**src/rtl/bsd_adder.sv**
```systemverilog
module bsd_adder #(
  parameter int DIGITS = 16
) (
  input  logic [2*DIGITS-1:0]   op_a,
  input  logic [2*DIGITS-1:0]   op_b_sd,
  input  logic [DIGITS-1:0]     op_b_tc,
  input  logic                  mode_tc,
  output logic [2*DIGITS+1:0]   sum
);
  localparam int OW = DIGITS + 1;

  function automatic logic signed [2:0] dig_val(input logic [1:0] c);
    return $signed({2'b00, c[1]}) + $signed({2'b00, c[0]}) - 3'sd1;
  endfunction

  function automatic logic [1:0] dig_code(input logic signed [2:0] v);
    if (v < 3'sd0)      return 2'b00;
    else if (v > 3'sd0) return 2'b11;
    else                return 2'b01;
  endfunction

  logic signed [2:0] pos_sum [DIGITS];
  logic signed [2:0] xfer    [OW];

  assign xfer[0] = 3'sd0;

  for (genvar i = 0; i < DIGITS; i++) begin : g_dig
    logic signed [2:0] da, db, t_out, w_loc;
    logic              low_nonneg;

    assign da = dig_val(op_a[2*i +: 2]);

    if (i == DIGITS - 1) begin : g_sign
      assign db = mode_tc ? (op_b_tc[i] ? -3'sd1 : 3'sd0) : dig_val(op_b_sd[2*i +: 2]);
    end else begin : g_mag
      assign db = mode_tc ? (op_b_tc[i] ? 3'sd1 : 3'sd0) : dig_val(op_b_sd[2*i +: 2]);
    end

    assign pos_sum[i] = da + db;

    if (i == 0) begin : g_base
      assign low_nonneg = 1'b1;
    end else begin : g_chain
      assign low_nonneg = (pos_sum[i-1] >= 3'sd0);
    end

    always_comb begin
      t_out = 3'sd0;
      w_loc = 3'sd0;
      case (pos_sum[i])
        3'sd2:  t_out = 3'sd1;
        -3'sd2: t_out = -3'sd1;
        3'sd1: begin
          if (low_nonneg) begin t_out = 3'sd1; w_loc = -3'sd1; end
          else            begin t_out = 3'sd0; w_loc = 3'sd1;  end
        end
        -3'sd1: begin
          if (low_nonneg) begin t_out = 3'sd0;  w_loc = -3'sd1; end
          else            begin t_out = -3'sd1; w_loc = 3'sd1;  end
        end
        default: begin t_out = 3'sd0; w_loc = 3'sd0; end
      endcase
    end

    assign xfer[i+1] = t_out;
    assign sum[2*i +: 2] = dig_code(w_loc + xfer[i]);
  end

  assign sum[2*DIGITS +: 2] = dig_code(xfer[DIGITS]);

  function automatic longint word_val(input logic [2*OW-1:0] w);
    longint acc = 0;
    for (int k = 0; k < OW; k++)
      acc += longint'(dig_val(w[2*k +: 2])) <<< k;
    return acc;
  endfunction

  longint chk_a, chk_b, chk_s;
  logic   all_zero_in;

  always_comb begin
    chk_a = word_val({2'b01, op_a});
    chk_b = mode_tc ? longint'($signed(op_b_tc)) : word_val({2'b01, op_b_sd});
    chk_s = word_val(sum);
    all_zero_in = 1'b1;
    for (int k = 0; k < DIGITS; k++) begin
      if (op_a[2*k +: 2] == 2'b00 || op_a[2*k +: 2] == 2'b11) all_zero_in = 1'b0;
      if (mode_tc ? op_b_tc[k] : (op_b_sd[2*k +: 2] == 2'b00 || op_b_sd[2*k +: 2] == 2'b11))
        all_zero_in = 1'b0;
    end
    a_r3_sum_value: assert (chk_s == chk_a + chk_b);
    for (int k = 0; k < OW; k++)
      a_r4_no_alt_zero: assert (sum[2*k +: 2] != 2'b10);
    if (all_zero_in)
      a_r7_zero_canon: assert (sum == {OW{2'b01}});
    if (chk_a + chk_b >= (longint'(1) <<< DIGITS))
      a_r8_top_pos: assert (sum[2*DIGITS +: 2] == 2'b11);
    if (chk_a + chk_b <= -(longint'(1) <<< DIGITS))
      a_r8_top_neg: assert (sum[2*DIGITS +: 2] == 2'b00);
  end
endmodule

```
**config.mk**
```make
export PLATFORM = sky130hd
export DESIGN_NAME = bsd_adder
export DESIGN_NICKNAME = d
export VERILOG_FILES = /design/src/rtl/bsd_adder.sv
export SDC_FILE = /design/constraint.sdc
export NUM_CORES = 1
export LEC_CHECK = 0
export BUFFER_PORTS_ARGS = -buffer_cell sky130_fd_sc_hd__buf_2
export CAP_MARGIN = 20
export CORE_UTILIZATION = 45
export DETAILED_ROUTE_END_ITERATION = 10
export PLACE_DENSITY = 0.73
export SLEW_MARGIN = 20
export SYNTH_ARGS = -nofsm -noshare
export SYNTH_HDL_FRONTEND = slang
export SYNTH_SLANG_ARGS = --single-unit
export TNS_END_PERCENT = 1
```
**constraint.sdc**
```tcl
create_clock -name vclk -period 2.66
set_input_delay 0.133 -clock vclk [all_inputs]
set_output_delay 0.133 -clock vclk [all_outputs]
set_load 0.03 [all_outputs]
```
==> insert_results.sql <==
INSERT INTO impl_metrics (metric_group, metric, value, unit) VALUES
('worst_setup_path', 'cell_chain_critical_path', 'buf_2 > inv_1 > ha_1 > nor2_2 > a21oi_2 > ha_1 > inv_1 > ha_1 > inv_1 > fa_1 > xor2_1 > and2_1 > ha_1 > inv_1 > fa_1 > a21boi_4 > buf_6', ''),
('yosys', 'netlist-cell-type-count', '26', ''),
('cells_and_area', 'n_clock_buffer', '0', ''),
('placed_design', 'hpwlAfterDp', '6370', 'µm'),
('power_and_ir_drop', 'maximum_vdd_drop', '0.381', 'mV'),
('worst_setup_path', 'worstSetupEndpointType', 'output port', ''),
('worst_setup_path', 'cp_max_delay_cell', 'sky130_fd_sc_hd__fa_1', ''),
('die', 'die-area', '0.00797', 'mm²'),
('route', 'drcViolationCount', '0', ''),
('route', 'drt.antenna.violating_nets', '0', ''),
('global_routing', 'global_route_wire_length_before_repair', '12500', 'µm'),
('worst_setup_path', 'worstSetupStartpointType', 'input port', ''),
('die', 'std_cell_core_area', '0.00729', 'mm²'),
('die', 'fp-row-count', '31', ''),
('run_status', 'violations', 'setup timing', ''),
('timing', 'timing_hold_violations_final', '0', ''),
('timing', 'finalCriticalPeriod', '3.28', 'ns'),
('route', 'drtIter0Drc', '39', ''),
('die', 'io-pin-count', '115', ''),
('cells_and_area', 'num-nets-final', '777', ''),
('cells_and_area', 'layout.cells.non_filler', '684', ''),
('worst_setup_path', 'crit_arrival', '3.15', 'ns'),
('global_routing', 'globalRouteOverflowTotal', '0', ''),
('die', 'die_h', '89.3', 'µm'),
('yosys', 'netlist_area', '0.00343', 'mm²'),
('worst_setup_path', 'worst_path_largest_cell_delay', '0.53', 'ns'),
('cells_and_area', 'num-fill-cells', '619', ''),
('die', 'initial_util', '47.0', '%'),
('cells_and_area', 'synthToLayoutAreaGrowth', '45.8', '%'),
('cells_and_area', 'sequential_cell_total', '0', ''),
('global_routing', 'grt_use_total', '19.2', '%'),
('placed_design', 'place.port_buffers', '114', ''),
('route', 'routed_wire_length_per_instance', '10.9', 'µm'),
('yosys', 'postSynthNetCount', '614', ''),
('placed_design', 'place_inst', '683', ''),
('timing', 'final_min_period_over_clock_period', '123', '%'),
('yosys', 'synthesis.yosys.warnings', '0', ''),
('timing', 'unrepaired_setup_endpoints_after_global_routing', 'yes', ''),
('yosys', 'synth_largest_type_area_fraction', '26.9', '%'),
('yosys', 'netlist_top_cells_area', 'sky130_fd_sc_hd__fa_1 27%, sky130_fd_sc_hd__ha_1 23%, sky130_fd_sc_hd__inv_1 14%', ''),
('timing', 'fmaxAchievable', '305', 'MHz'),
('job', 'max_cap_viol_count', '0', ''),
('timing', 'final-max-slew-violation-count', '0', ''),
('global_routing', 'grt_pass1_vias', '3182', ''),
('route', 'detailroute.via_count', '3110', ''),
('route', 'vias_per_cell', '4.55', ''),
('placed_design', 'globalplace.congestion', '0.770', ''),
('worst_setup_path', 'ws_path_type', 'in -> out', ''),
('worst_setup_path', 'number_of_buffers_and_inverters_on_the_critical_path', '6', ''),
('hold_path', 'min-delay-path-class', 'in -> out', ''),
('timing', 'setup_violations', '30', ''),
('yosys', 'yosys.cell_count.top_type', 'sky130_fd_sc_hd__inv_1', ''),
('run_status', 'result_of_the_run', 'finished, violations left', ''),
('yosys', 'syn-instance-count', '424', ''),
('placed_design', 'dp_slack', '-0.673', 'ns'),
('global_routing', 'grt_start_max_net_pins', '16', ''),
('route', 'routed_wirelength', '7440', 'µm'),
('power_and_ir_drop', 'power_per_cell_area', '603', 'mW/mm²'),
('global_routing', 'grt_antenna_before_repair', '0', ''),
('cells_and_area', 'antenna_cells_inserted', '0', ''),
('timing', 'whs', '0.762', 'ns'),
('cells_and_area', 'design_area', '0.00500', 'mm²'),
('route', 'drtPass1Iterations', '4', ''),
('yosys', 'synth.largest_area_cell', 'sky130_fd_sc_hd__fa_1', ''),
('timing', 'post-route-worst-setup-slack', '-0.619', 'ns'),
('cells_and_area', 'drive_above_1_share', '39.8', '%'),
('worst_setup_path', 'worst-path-max-fanout', '3', ''),
('yosys', 'list_of_most_frequent_post_synthesis_cells', '129 x sky130_fd_sc_hd__inv_1, 63 x sky130_fd_sc_hd__ha_1, 46 x sky130_fd_sc_hd__fa_1, 20 x sky130_fd_sc_hd__nand2_1, 19 x sky130_fd_sc_hd__a21boi_0', ''),
('yosys', 'yosysSeqAreaShare', '0', '%'),
('worst_setup_path', 'critical-path-top-delay-family', 'adder cells', ''),
('cells_and_area', 'sequential_cell_area', '0', 'µm²'),
('yosys', 'postSynthAreaPerCell', '8.09', 'µm²'),
('die', 'die_w', '89.3', 'µm'),
('placed_design', 'post_dp_cell_area', '0.00467', 'mm²'),
('power_and_ir_drop', 'p_leak', '2.70', 'nW'),
('worst_setup_path', 'critical_path_required', '2.53', 'ns'),
('timing', 'fin_setup_tns', '-11.43', 'ns');
## worst min-delay path, delay by kind of cell
| family | cells | cell delay (ns) |
|---|---|---|
| simple gates | 1 | 0.06 |
| buf+inv | 2 | 0.25 |
| fa+ha+maj | 1 | 0.18 |
## metal layers
layer	GRT usage [%]	share of wire [%]	routed length, µm
met5	0	0	0
met4	0.866	0.31	23
met3	0.923	4.0	298
met2	41.2	56	4170
met1	21.3	40	2950
## through the flow
step                      power, mW  utilization (%)
after floorplan                1.96                -
after global placement         2.54             64.1
after detailed placement       2.63             64.1
after CTS                      2.96             67.2
after global routing           3.30             68.6
final                          3.02             68.6
## area by class of cell
cell class                 count  area (µm²)  area share [%]
inverter                     129         484            9.68
multi-input combinational    288        3220            64.4
tap                           99         124            2.48
timing repair buffer         168        1170            23.4
## path summary, 6_finish.rpt
| check | cells after the start | startpoint | endpoint | slack, ns |
|---|---|---|---|---|
| hold / removal | 4 | op_a[1] | sum[0] | 0.76 |
| setup / recovery | 17 | op_b_sd[28] | sum[29] | -0.62 |
## placed cells by master, fill, tap and decap left out
master and instances:
sky130_fd_sc_hd__inv_1 128, sky130_fd_sc_hd__buf_2 82, sky130_fd_sc_hd__ha_1 59, sky130_fd_sc_hd__buf_4 59
sky130_fd_sc_hd__fa_2 28, sky130_fd_sc_hd__buf_6 24, sky130_fd_sc_hd__nand2_1 20, sky130_fd_sc_hd__fa_1 18
sky130_fd_sc_hd__nand2b_1 15, sky130_fd_sc_hd__and2_1 15, sky130_fd_sc_hd__nor2b_1 14, sky130_fd_sc_hd__mux2i_1 14
sky130_fd_sc_hd__a21boi_4 14, sky130_fd_sc_hd__nand3b_1 12, sky130_fd_sc_hd__o21ai_0 11, sky130_fd_sc_hd__xor2_2 9
sky130_fd_sc_hd__nand3_1 9, sky130_fd_sc_hd__xor2_1 7, sky130_fd_sc_hd__o21a_1 5, sky130_fd_sc_hd__o21ai_1 5
sky130_fd_sc_hd__a21boi_0 4, sky130_fd_sc_hd__o22ai_1 4, sky130_fd_sc_hd__or3b_1 4, sky130_fd_sc_hd__ha_2 4
sky130_fd_sc_hd__nor2b_2 3, sky130_fd_sc_hd__nor2_1 3, sky130_fd_sc_hd__a22o_1 2, sky130_fd_sc_hd__a21oi_1 2
sky130_fd_sc_hd__buf_12 2, sky130_fd_sc_hd__or3b_4 1, sky130_fd_sc_hd__a22o_2 1, sky130_fd_sc_hd__inv_2 1
sky130_fd_sc_hd__nor2_2 1, sky130_fd_sc_hd__a21oi_2 1, sky130_fd_sc_hd__mux2_2 1, sky130_fd_sc_hd__a21boi_2 1
sky130_fd_sc_hd__conb_1 1, sky130_fd_sc_hd__clkbuf_4 1
## report_power, final
part	total [mW]	internal (mW)	switching, mW	leakage, nW
clock network	0	0	0	0
logic	3.02	1.44	1.58	2.70
registers	0	0	0	0
total	3.02	1.44	1.58	2.70
## cell families (layout without fill, tap and decap cells)
group,after synthesis,after routing,synth area share (%)
multiplexers,15,15,4.41
XOR/XNOR,16,16,4.09
AND/OR/NAND/NOR,97,97,16.6
adder cells (fa/ha/maj),109,109,49.8
AO/OA/AOI/OAI,50,50,9.56
other,1,1,0.109
buffers and inverters,136,297,15.4
## repair_timing
action | 4_1_cts | 5_1_grt
setup buffers | 1 | 0
setup endpoints to repair | 30 | 31
gates resized for setup | 79 | 21
pin swaps | 4 | 1
hold buffers | 0 | 0
Note: power is estimated with default switching activity, not from simulation.
